--- src/rtl/attr_port_pkg.sv ---
package attr_port_pkg;

  typedef enum logic {
    PH_INDEX = 1'b0,
    PH_DATA  = 1'b1
  } attr_phase_e;

  // strobes from control to datapath
  typedef struct packed {
    logic idxLoad;
    logic dataStore;
    logic dataRead;
    logic statRead;
    logic rdAny;
  } attr_strobe_t;

endpackage

--- src/rtl/attr_port_ctl.sv ---
module attr_port_ctl
  import attr_port_pkg::*;
#(
  parameter int unsigned ADDR_W       = 16,
  parameter logic [ADDR_W-1:0] PORT_ADDR = 16'h03C0,
  parameter logic [ADDR_W-1:0] RDBK_ADDR = 16'h03C1,
  parameter logic [ADDR_W-1:0] STAT_ADDR = 16'h03DA
) (
  input  logic              clk,
  input  logic              rstN,
  input  logic [ADDR_W-1:0] ioAddr,
  input  logic              ioWr,
  input  logic              ioRd,
  output attr_strobe_t      strb,
  output logic              dataPhase
);

  attr_phase_e phaseQ;
  logic hitPort, hitRdbk, hitStat;

  assign hitPort = (ioAddr == PORT_ADDR);
  assign hitRdbk = (ioAddr == RDBK_ADDR);
  assign hitStat = (ioAddr == STAT_ADDR);

  always_comb begin
    strb.idxLoad   = ioWr && hitPort && (phaseQ == PH_INDEX);
    strb.dataStore = ioWr && hitPort && (phaseQ == PH_DATA);
    strb.dataRead  = ioRd && hitRdbk;
    strb.statRead  = ioRd && hitStat;
    strb.rdAny     = ioRd;
  end

  always_ff @(posedge clk) begin
    if (!rstN) begin
      phaseQ <= PH_INDEX;
    end else if (strb.statRead) begin
      phaseQ <= PH_INDEX;
    end else if (ioWr && hitPort) begin
      phaseQ <= (phaseQ == PH_INDEX) ? PH_DATA : PH_INDEX;
    end
  end

  assign dataPhase = (phaseQ == PH_DATA);

endmodule

--- src/rtl/attr_port_dp.sv ---
module attr_port_dp
  import attr_port_pkg::*;
#(
  parameter int unsigned DATA_W      = 8,
  parameter int unsigned NUM_REGS    = 21,
  parameter int unsigned MODE_IDX    = 16,
  parameter int unsigned GFX_BIT     = 0,
  parameter int unsigned PIX_BIT     = 6,
  parameter int unsigned RETRACE_BIT = 3,
  parameter int unsigned DISP_BIT    = 0
) (
  input  logic              clk,
  input  logic              rstN,
  input  attr_strobe_t      strb,
  input  logic [DATA_W-1:0] ioWdata,
  input  logic              vRetrace,
  input  logic              dispOff,
  output logic [DATA_W-1:0] ioRdata,
  output logic              gfxMode,
  output logic              pix8Bit
);

  localparam int unsigned IDX_W = DATA_W;

  logic [IDX_W-1:0]  idxQ;
  logic [DATA_W-1:0] regQ [NUM_REGS];
  logic [DATA_W-1:0] selData;
  logic [DATA_W-1:0] statByte;

  always_ff @(posedge clk) begin
    if (!rstN)             idxQ <= '0;
    else if (strb.idxLoad) idxQ <= ioWdata;
  end

  for (genvar gi = 0; gi < NUM_REGS; gi++) begin : g_reg
    always_ff @(posedge clk) begin
      if (!rstN) begin
        regQ[gi] <= '0;
      end else if (strb.dataStore && (idxQ == IDX_W'(gi))) begin
        regQ[gi] <= ioWdata;
      end
    end
  end

  // an index past the last register matches nothing, so selData stays zero
  always_comb begin
    selData = '0;
    for (int i = 0; i < NUM_REGS; i++) begin
      if (idxQ == IDX_W'(i)) selData = selData | regQ[i];
    end
  end

  always_comb begin
    statByte = '0;
    statByte[RETRACE_BIT] = vRetrace;
    statByte[DISP_BIT]    = dispOff;
  end

  always_ff @(posedge clk) begin
    if (!rstN) begin
      ioRdata <= '0;
    end else if (strb.rdAny) begin
      if (strb.dataRead)      ioRdata <= selData;
      else if (strb.statRead) ioRdata <= statByte;
      else                    ioRdata <= '0;
    end
  end

  assign gfxMode = regQ[MODE_IDX][GFX_BIT];
  assign pix8Bit = regQ[MODE_IDX][PIX_BIT];

endmodule

--- src/rtl/attr_port.sv ---
module attr_port
  import attr_port_pkg::*;
#(
  parameter int unsigned ADDR_W      = 16,
  parameter int unsigned DATA_W      = 8,
  parameter int unsigned NUM_REGS    = 21,
  parameter int unsigned MODE_IDX    = 16,
  parameter int unsigned GFX_BIT     = 0,
  parameter int unsigned PIX_BIT     = 6,
  parameter int unsigned RETRACE_BIT = 3,
  parameter int unsigned DISP_BIT    = 0,
  parameter logic [ADDR_W-1:0] PORT_ADDR = 16'h03C0,
  parameter logic [ADDR_W-1:0] RDBK_ADDR = 16'h03C1,
  parameter logic [ADDR_W-1:0] STAT_ADDR = 16'h03DA
) (
  input  logic              clk,
  input  logic              rstN,
  input  logic [ADDR_W-1:0] ioAddr,
  input  logic              ioWr,
  input  logic              ioRd,
  input  logic [DATA_W-1:0] ioWdata,
  output logic [DATA_W-1:0] ioRdata,
  input  logic              vRetrace,
  input  logic              dispOff,
  output logic              gfxMode,
  output logic              pix8Bit
);

  attr_strobe_t strb;
  logic         dataPhase;

  attr_port_ctl #(
    .ADDR_W(ADDR_W), .PORT_ADDR(PORT_ADDR),
    .RDBK_ADDR(RDBK_ADDR), .STAT_ADDR(STAT_ADDR)
  ) u_ctl (
    .clk(clk), .rstN(rstN), .ioAddr(ioAddr), .ioWr(ioWr), .ioRd(ioRd),
    .strb(strb), .dataPhase(dataPhase)
  );

  attr_port_dp #(
    .DATA_W(DATA_W), .NUM_REGS(NUM_REGS), .MODE_IDX(MODE_IDX),
    .GFX_BIT(GFX_BIT), .PIX_BIT(PIX_BIT),
    .RETRACE_BIT(RETRACE_BIT), .DISP_BIT(DISP_BIT)
  ) u_dp (
    .clk(clk), .rstN(rstN), .strb(strb), .ioWdata(ioWdata),
    .vRetrace(vRetrace), .dispOff(dispOff), .ioRdata(ioRdata),
    .gfxMode(gfxMode), .pix8Bit(pix8Bit)
  );

endmodule

--- config.mk ---
export PLATFORM = sky130hd
export DESIGN_NAME = attr_port
export DESIGN_NICKNAME = d
export VERILOG_FILES = /design/src/rtl/attr_port_pkg.sv /design/src/rtl/attr_port_ctl.sv /design/src/rtl/attr_port_dp.sv /design/src/rtl/attr_port.sv
export SDC_FILE = /design/constraint.sdc
export NUM_CORES = 1
export LEC_CHECK = 0
export BUFFER_PORTS_ARGS = -buffer_cell sky130_fd_sc_hd__buf_4
export CAP_MARGIN = 20
export CELL_PAD_IN_SITES_DETAIL_PLACEMENT = 0
export CELL_PAD_IN_SITES_GLOBAL_PLACEMENT = 1
export CORE_UTILIZATION = 40
export CTS_CLUSTER_SIZE = 25
export DETAILED_ROUTE_END_ITERATION = 8
export HOLD_SLACK_MARGIN = 0.1
export PLACE_DENSITY = 0.63
export SYNTH_ARGS = -nofsm -noshare
export SYNTH_HDL_FRONTEND = slang
export SYNTH_HIERARCHICAL = 1
export SYNTH_SLANG_ARGS = --single-unit
--- constraint.sdc ---
create_clock -name clk -period 7.8 [get_ports clk]
set_input_delay 0.78 -clock clk [delete_from_list [all_inputs] [get_ports clk]]
set_output_delay 0.78 -clock clk [all_outputs]
set_load 0.02 [all_outputs]
# Word-level counts from Yosys, hierarchy flattened
# Memories as Yosys holds them, arrays and structs flattened.
# Cells that the tools add are included.
# classes
eq_ne	23
add_sub_neg	0
bitwise_logic	43
div_mod_pow	0
magnitude_cmp	0
reduce_logical	28
n_shift	0
muxes	109
multipliers	0
# ops
operator	n
$mux 8	43
$or 8x8->8	20
$mux 1	65
$eq 8x4->1 const B	8
$eq 16x10->1 const B	3
$eq 8x5->1 const B	5
$eq 8x3->1 const B	4
$logic_and 1x1->1	26
$or 1x1->1	21
$eq 8x2->1 const B	2
$eq 8x1->1 const B	1
$logic_not 8->1	1
$mux 4	1
$not 1->1	2
$reduce_or 2->1	1
# totals
reg_bits	17
mem_bits_rw	168
latch_bits	0
memories	1
word_cells	207
mem_bits_ro	0
out_inout_bits	10
inputBits	30
# memory_table
name	words	word_bits	rd	rd_clocked_by_memory_dff	wr	line_no	rtl
u_dp.regQ	21	8	21	0	21	attr_port_dp.sv:26	logic [DATA_W-1:0] regQ [NUM_REGS];

# Depth between registers and ports, before layout
# depth
depth_word	43
mapped_depth	8

# Cells and area by module
# The synthesis kept the hierarchy.
# modules_own_cells
mod	area_per_inst_um2	cells_each	n_inst
attr_port_dp	8897.3	724	1
attr_port_ctl	146.4	22	1

# Least setup slack after synthesis
# OpenSTA, ideal clock, no wires.
# synth_path
kind	input port to flip-flop
startpoint	in ioAddr[10]
endpoint	mem u_dp.regQ[0][0] (enable)
required_ns	7.416
cell_stages	7
setup_slack_ns	4.173
t_arrival_ns	3.243
path_buffers	1
setup_time_ns	0.384
path_cell_list	or4_1 -> or4_4 -> or2_1 -> nor2_1 -> buf_1 -> nand2_1 -> o21ai_0
# synth_lines
item	line_no	rtl
start, declared	attr_port.sv:18	input logic [ADDR_W-1:0] ioAddr,
end, declared	attr_port_dp.sv:26	

==> load_flow_metrics.sql <==
INSERT INTO impl_metrics (metric_group, metric, value, unit) VALUES
('status', 'result_of_the_run', 'complete, but fails checks', ''),
('status', 'violations', 'design-rule violations', ''),
('cts', 'clock_sinks', '185', ''),
('route', 'route.detailed.drc', '9', ''),
('route', 'wirelength_met1', '11900', 'um'),
('setup_path', 'critical_path.endpoint_type', 'register', ''),
('route', 'avgViaCountPerCell', '5.88', ''),
('setup_path', 'timing.setup.critical_path_class', 'primary input to register', ''),
('hold_path', 'timing.hold.worst.class', 'register to register', ''),
('cts', 'cts_repair_resize_count', '0', ''),
('cts', 'clock_transition_time_at_the_flip_flop_clock_pins_of_the_worst_setup_and_hold_paths', '0.07', 'ns'),
('cts', 'htree_levels', '4', ''),
('route', 'route.met3.wl', '2180', 'um'),
('route', 'met2_wirelength', '12700', 'um'),
('route', 'drt-initial-drc-count', '763', ''),
('cts', 'ctsLongestPathBuffers', '2', ''),
('route', 'drt_pre_antenna_iters', '7', ''),
('cts', 'cts_hold_buffers', '0', ''),
('synth', 'cell_type_contributing_the_most_total_cell_area_after_synthesis', 'sky130_fd_sc_hd__edfxtp_1', ''),
('global_routing', 'number_of_antenna_violations_at_the_first_check_in_global_routing', '1', ''),
('cts', 'clk_latency', '0.44', 'ns'),
('sta', 'rsz0062_at_grt', 'false', ''),
('synth', 'synth_fp_nets', '776', ''),
('die', 'floorplan.die_area', '23200', 'um2'),
('setup_path', 'timing.critical_path.depth', '8', ''),
('route', 'topRoutingLayerUsed', 'met4', ''),
('die', 'die_height', '152', 'um'),
('sta', 'maxClockFrequency', '289', 'MHz'),
('layout', 'layout-area-overhead-vs-synth', '12.4', '%'),
('sta', 'timing.final.max_slew_violations', '0', ''),
('route', 'detailroute.via_count', '6284', ''),
('setup_path', 'critical_path_buf_inv_count', '2', ''),
('setup_path', 'crit_chain', 'buf_4 > or4_1 > or4_4 > or2_1 > nor2_1 > buf_4 > nand2_1 > o21ai_0', ''),
('global_routing', 'grt_max_degree', '52', ''),
('setup_path', 'critPathRequiredTime', '7.86', 'ns'),
('sta', 'finalHoldWorstSlack', '0.581', 'ns'),
('cts', 'cts-buffers-inserted', '17', ''),
('pwr', 'power.internal', '1.58', 'mW'),
('sta', 'worst-slew-pin-transition', '1.08', 'ns'),
('cts', 'tritoncts', 'built', ''),
('sta', 'finalSetupTns', '0', 'ns'),
('pwr', 'power.combinational.fraction', '3.9', '%'),
('die', 'rows', '54', ''),
('synth', 'synth.yosys.seq_area_share', '59.5', '%'),
('synth', 'postSynth.topFlopCell', 'sky130_fd_sc_hd__edfxtp_1', ''),
('setup_path', 'worst_r2r_path_depth', '5', ''),
('setup_path', 'data_arrival_critical_path', '3.51', 'ns'),
('cts', 'cts_root_buffer', 'sky130_fd_sc_hd__clkbuf_16', ''),
('global_routing', 'via_count_of_the_first_global_routing_pass', '6045', ''),
('die', 'floorplan.io_pins', '40', ''),
('die', 'die_w', '152', 'um'),
('hold_path', 'timing.hold.worst_path_depth', '2', ''),
('setup_path', 'crit_path_frequent_cell', 'sky130_fd_sc_hd__buf_4', ''),
('layout', 'final_net_count', '805', ''),
('setup_path', 'setup.worst_path.start_class', 'primary input', ''),
('route', 'route.antenna.remaining_nets', '0', ''),
('die', 'core_area', '22000', 'um2'),
('cts', 'cts_post_setup_buffers_inserted', '0', ''),
('placed_design', 'post-dp-hpwl', '18000', 'um'),
('layout', 'post-route-cell-area', '10200', 'um2'),
('pwr', 'cellPowerDensity', '200', 'nW/um2'),
('synth', 'async_reset_ff_share', '0', '%'),
('placed_design', 'gp_congestion', '0.935', ''),
('pwr', 'net_switching_fraction_of_the_power', '22.4', '%'),
('synth', 'synthesis.instances', '746', ''),
('die', 'floorplan.initialDensity', '41.1', '%'),
('placed_design', 'placed_area', '9520', 'um2'),
('global_routing', 'grt.total_usage', '24.4', '%'),
('sta', 'number_of_endpoints_with_negative_hold_slack_in_the_final_report', '0', ''),
('pwr', 'clock_power_share', '40.7', '%'),
('sta', 'worst_slew_margin_rel', '27.4', '%');
metrics by stage:
stage               std cells  setup WS [ns]
floorplan                 746           4.17
global placement         1020           3.93
detailed placement       1020           3.84
CTS                      1052           4.28
global route             1068           4.17
finish                   1068           4.34
synthesized netlist by cell type, types with 2 or more instances:
cell type	count
sky130_fd_sc_hd__and2_1	172
sky130_fd_sc_hd__edfxtp_1	168
sky130_fd_sc_hd__o21ai_0	35
sky130_fd_sc_hd__nor2_1	34
sky130_fd_sc_hd__clkbuf_1	29
sky130_fd_sc_hd__mux2i_1	29
sky130_fd_sc_hd__nand2_1	27
sky130_fd_sc_hd__nor2b_1	22
sky130_fd_sc_hd__nand3_1	21
sky130_fd_sc_hd__buf_2	18
sky130_fd_sc_hd__dfxtp_1	17
sky130_fd_sc_hd__a22oi_1	16
sky130_fd_sc_hd__mux2_2	15
sky130_fd_sc_hd__nor3_1	11
sky130_fd_sc_hd__a21oi_1	10
sky130_fd_sc_hd__nand4_1	8
sky130_fd_sc_hd__a31oi_1	7
sky130_fd_sc_hd__mux4_2	7
sky130_fd_sc_hd__o32ai_1	6
sky130_fd_sc_hd__a22o_1	5
sky130_fd_sc_hd__buf_4	5
sky130_fd_sc_hd__inv_1	5
sky130_fd_sc_hd__nor2_4	5
sky130_fd_sc_hd__a41oi_1	4
sky130_fd_sc_hd__nand2b_1	4
sky130_fd_sc_hd__o22ai_1	4
sky130_fd_sc_hd__a211oi_1	3
sky130_fd_sc_hd__buf_1	3
sky130_fd_sc_hd__nand3b_1	3
sky130_fd_sc_hd__o21a_1	3
sky130_fd_sc_hd__a21boi_0	2
sky130_fd_sc_hd__a221oi_1	2
sky130_fd_sc_hd__a311oi_1	2
sky130_fd_sc_hd__a32oi_1	2
sky130_fd_sc_hd__nor4_1	2
sky130_fd_sc_hd__o211ai_1	2
sky130_fd_sc_hd__o221ai_1	2
sky130_fd_sc_hd__o2bb2ai_1	2
sky130_fd_sc_hd__or2_1	2
sky130_fd_sc_hd__or2_2	2
sky130_fd_sc_hd__or4_1	2
registers in the layout, summed over array words and instances, names as in the netlist:
register         flops
u_dp/regQ          168
u_dp/idxQ            8
u_dp/ioRdata         8
u_ctl/dataPhase      1
final cells by class:
type	instances	area (um2)	area share, %
timing repair buffer	66	468	4.60
sequential	185	5390	53.0
inverter	6	22.5	0.222
clock inverter	13	120	1.18
tap	280	350	3.45
multi-input combinational	499	3380	33.3
clock buffer	19	433	4.26
power by group through the flow:
| stage | registers, mW | clock network, mW | logic [mW] |
|---|---|---|---|
| after global routing | 1.13 | 0.877 | 0.0847 |
| after CTS | 1.13 | 0.844 | 0.0759 |
| after global placement | 1.15 | 0 | 0.0749 |
| after floorplan | 1.14 | 0 | 0.0360 |
| final | 1.13 | 0.828 | 0.0795 |
| after detailed placement | 1.15 | 0 | 0.0756 |
cell usage in the layout, fill, tap and decap left out, types with 4 or more instances in the layout:
cell                        count
sky130_fd_sc_hd__and2_1       172
sky130_fd_sc_hd__edfxtp_1     168
sky130_fd_sc_hd__buf_4         50
sky130_fd_sc_hd__o21ai_0       35
sky130_fd_sc_hd__nor2_1        34
sky130_fd_sc_hd__mux2i_1       29
sky130_fd_sc_hd__nand2_1       27
sky130_fd_sc_hd__nor2b_1       22
sky130_fd_sc_hd__nand3_1       21
sky130_fd_sc_hd__clkbuf_16     17
sky130_fd_sc_hd__a22oi_1       16
sky130_fd_sc_hd__mux2_2        15
sky130_fd_sc_hd__dfxtp_1       14
sky130_fd_sc_hd__nor3_1        11
sky130_fd_sc_hd__a21oi_1       10
sky130_fd_sc_hd__buf_2          9
sky130_fd_sc_hd__nand4_1        8
sky130_fd_sc_hd__mux4_2         7
sky130_fd_sc_hd__a31oi_1        7
sky130_fd_sc_hd__o32ai_1        6
sky130_fd_sc_hd__inv_1          5
sky130_fd_sc_hd__nor2_4         5
sky130_fd_sc_hd__a22o_1         5
sky130_fd_sc_hd__clkbuf_4       5
sky130_fd_sc_hd__nand2b_1       4
sky130_fd_sc_hd__o22ai_1        4
sky130_fd_sc_hd__a41oi_1        4
layer usage:
metal	global-route usage, %	up-vias
li1	-	2800
met1	33.1	3112
met2	37.8	318
met3	5.38	54
met4	10.4	0
met5	0	-
worst paths after layout:
kind,from,endpoint,slack (ns)
worst max register to register,u_dp/idxQ[0],u_dp/regQ[1][57],4.84
worst min-delay path,u_ctl/dataPhase,u_ctl/dataPhase,0.58
worst min register to register,u_ctl/dataPhase,u_ctl/dataPhase,0.58
worst max-delay path,ioAddr[10],u_dp/regQ[1][34],4.34
worst reg2reg max path: cells and delay by family (launching register included):
| kind | cells | cell delay [ns] |
|---|---|---|
| buffers and inverters | 2 | 0.81 |
| flip-flops | 1 | 0.31 |
| AO/OA/AOI/OAI | 1 | 0.53 |
| AND/OR/NAND/NOR | 2 | 1.01 |
logic make-up (layout without fill, tap and decap cells):
family / Yosys count / after routing / synth area share [%]
buf+inv: 62 / 104 / 3.11
mux: 51 / 51 / 6.82
flops: 185 / 185 / 59.5
compound gates: 118 / 118 / 8.91
simple gates: 330 / 330 / 21.6
Note: power is estimated with default switching activity, not from simulation.
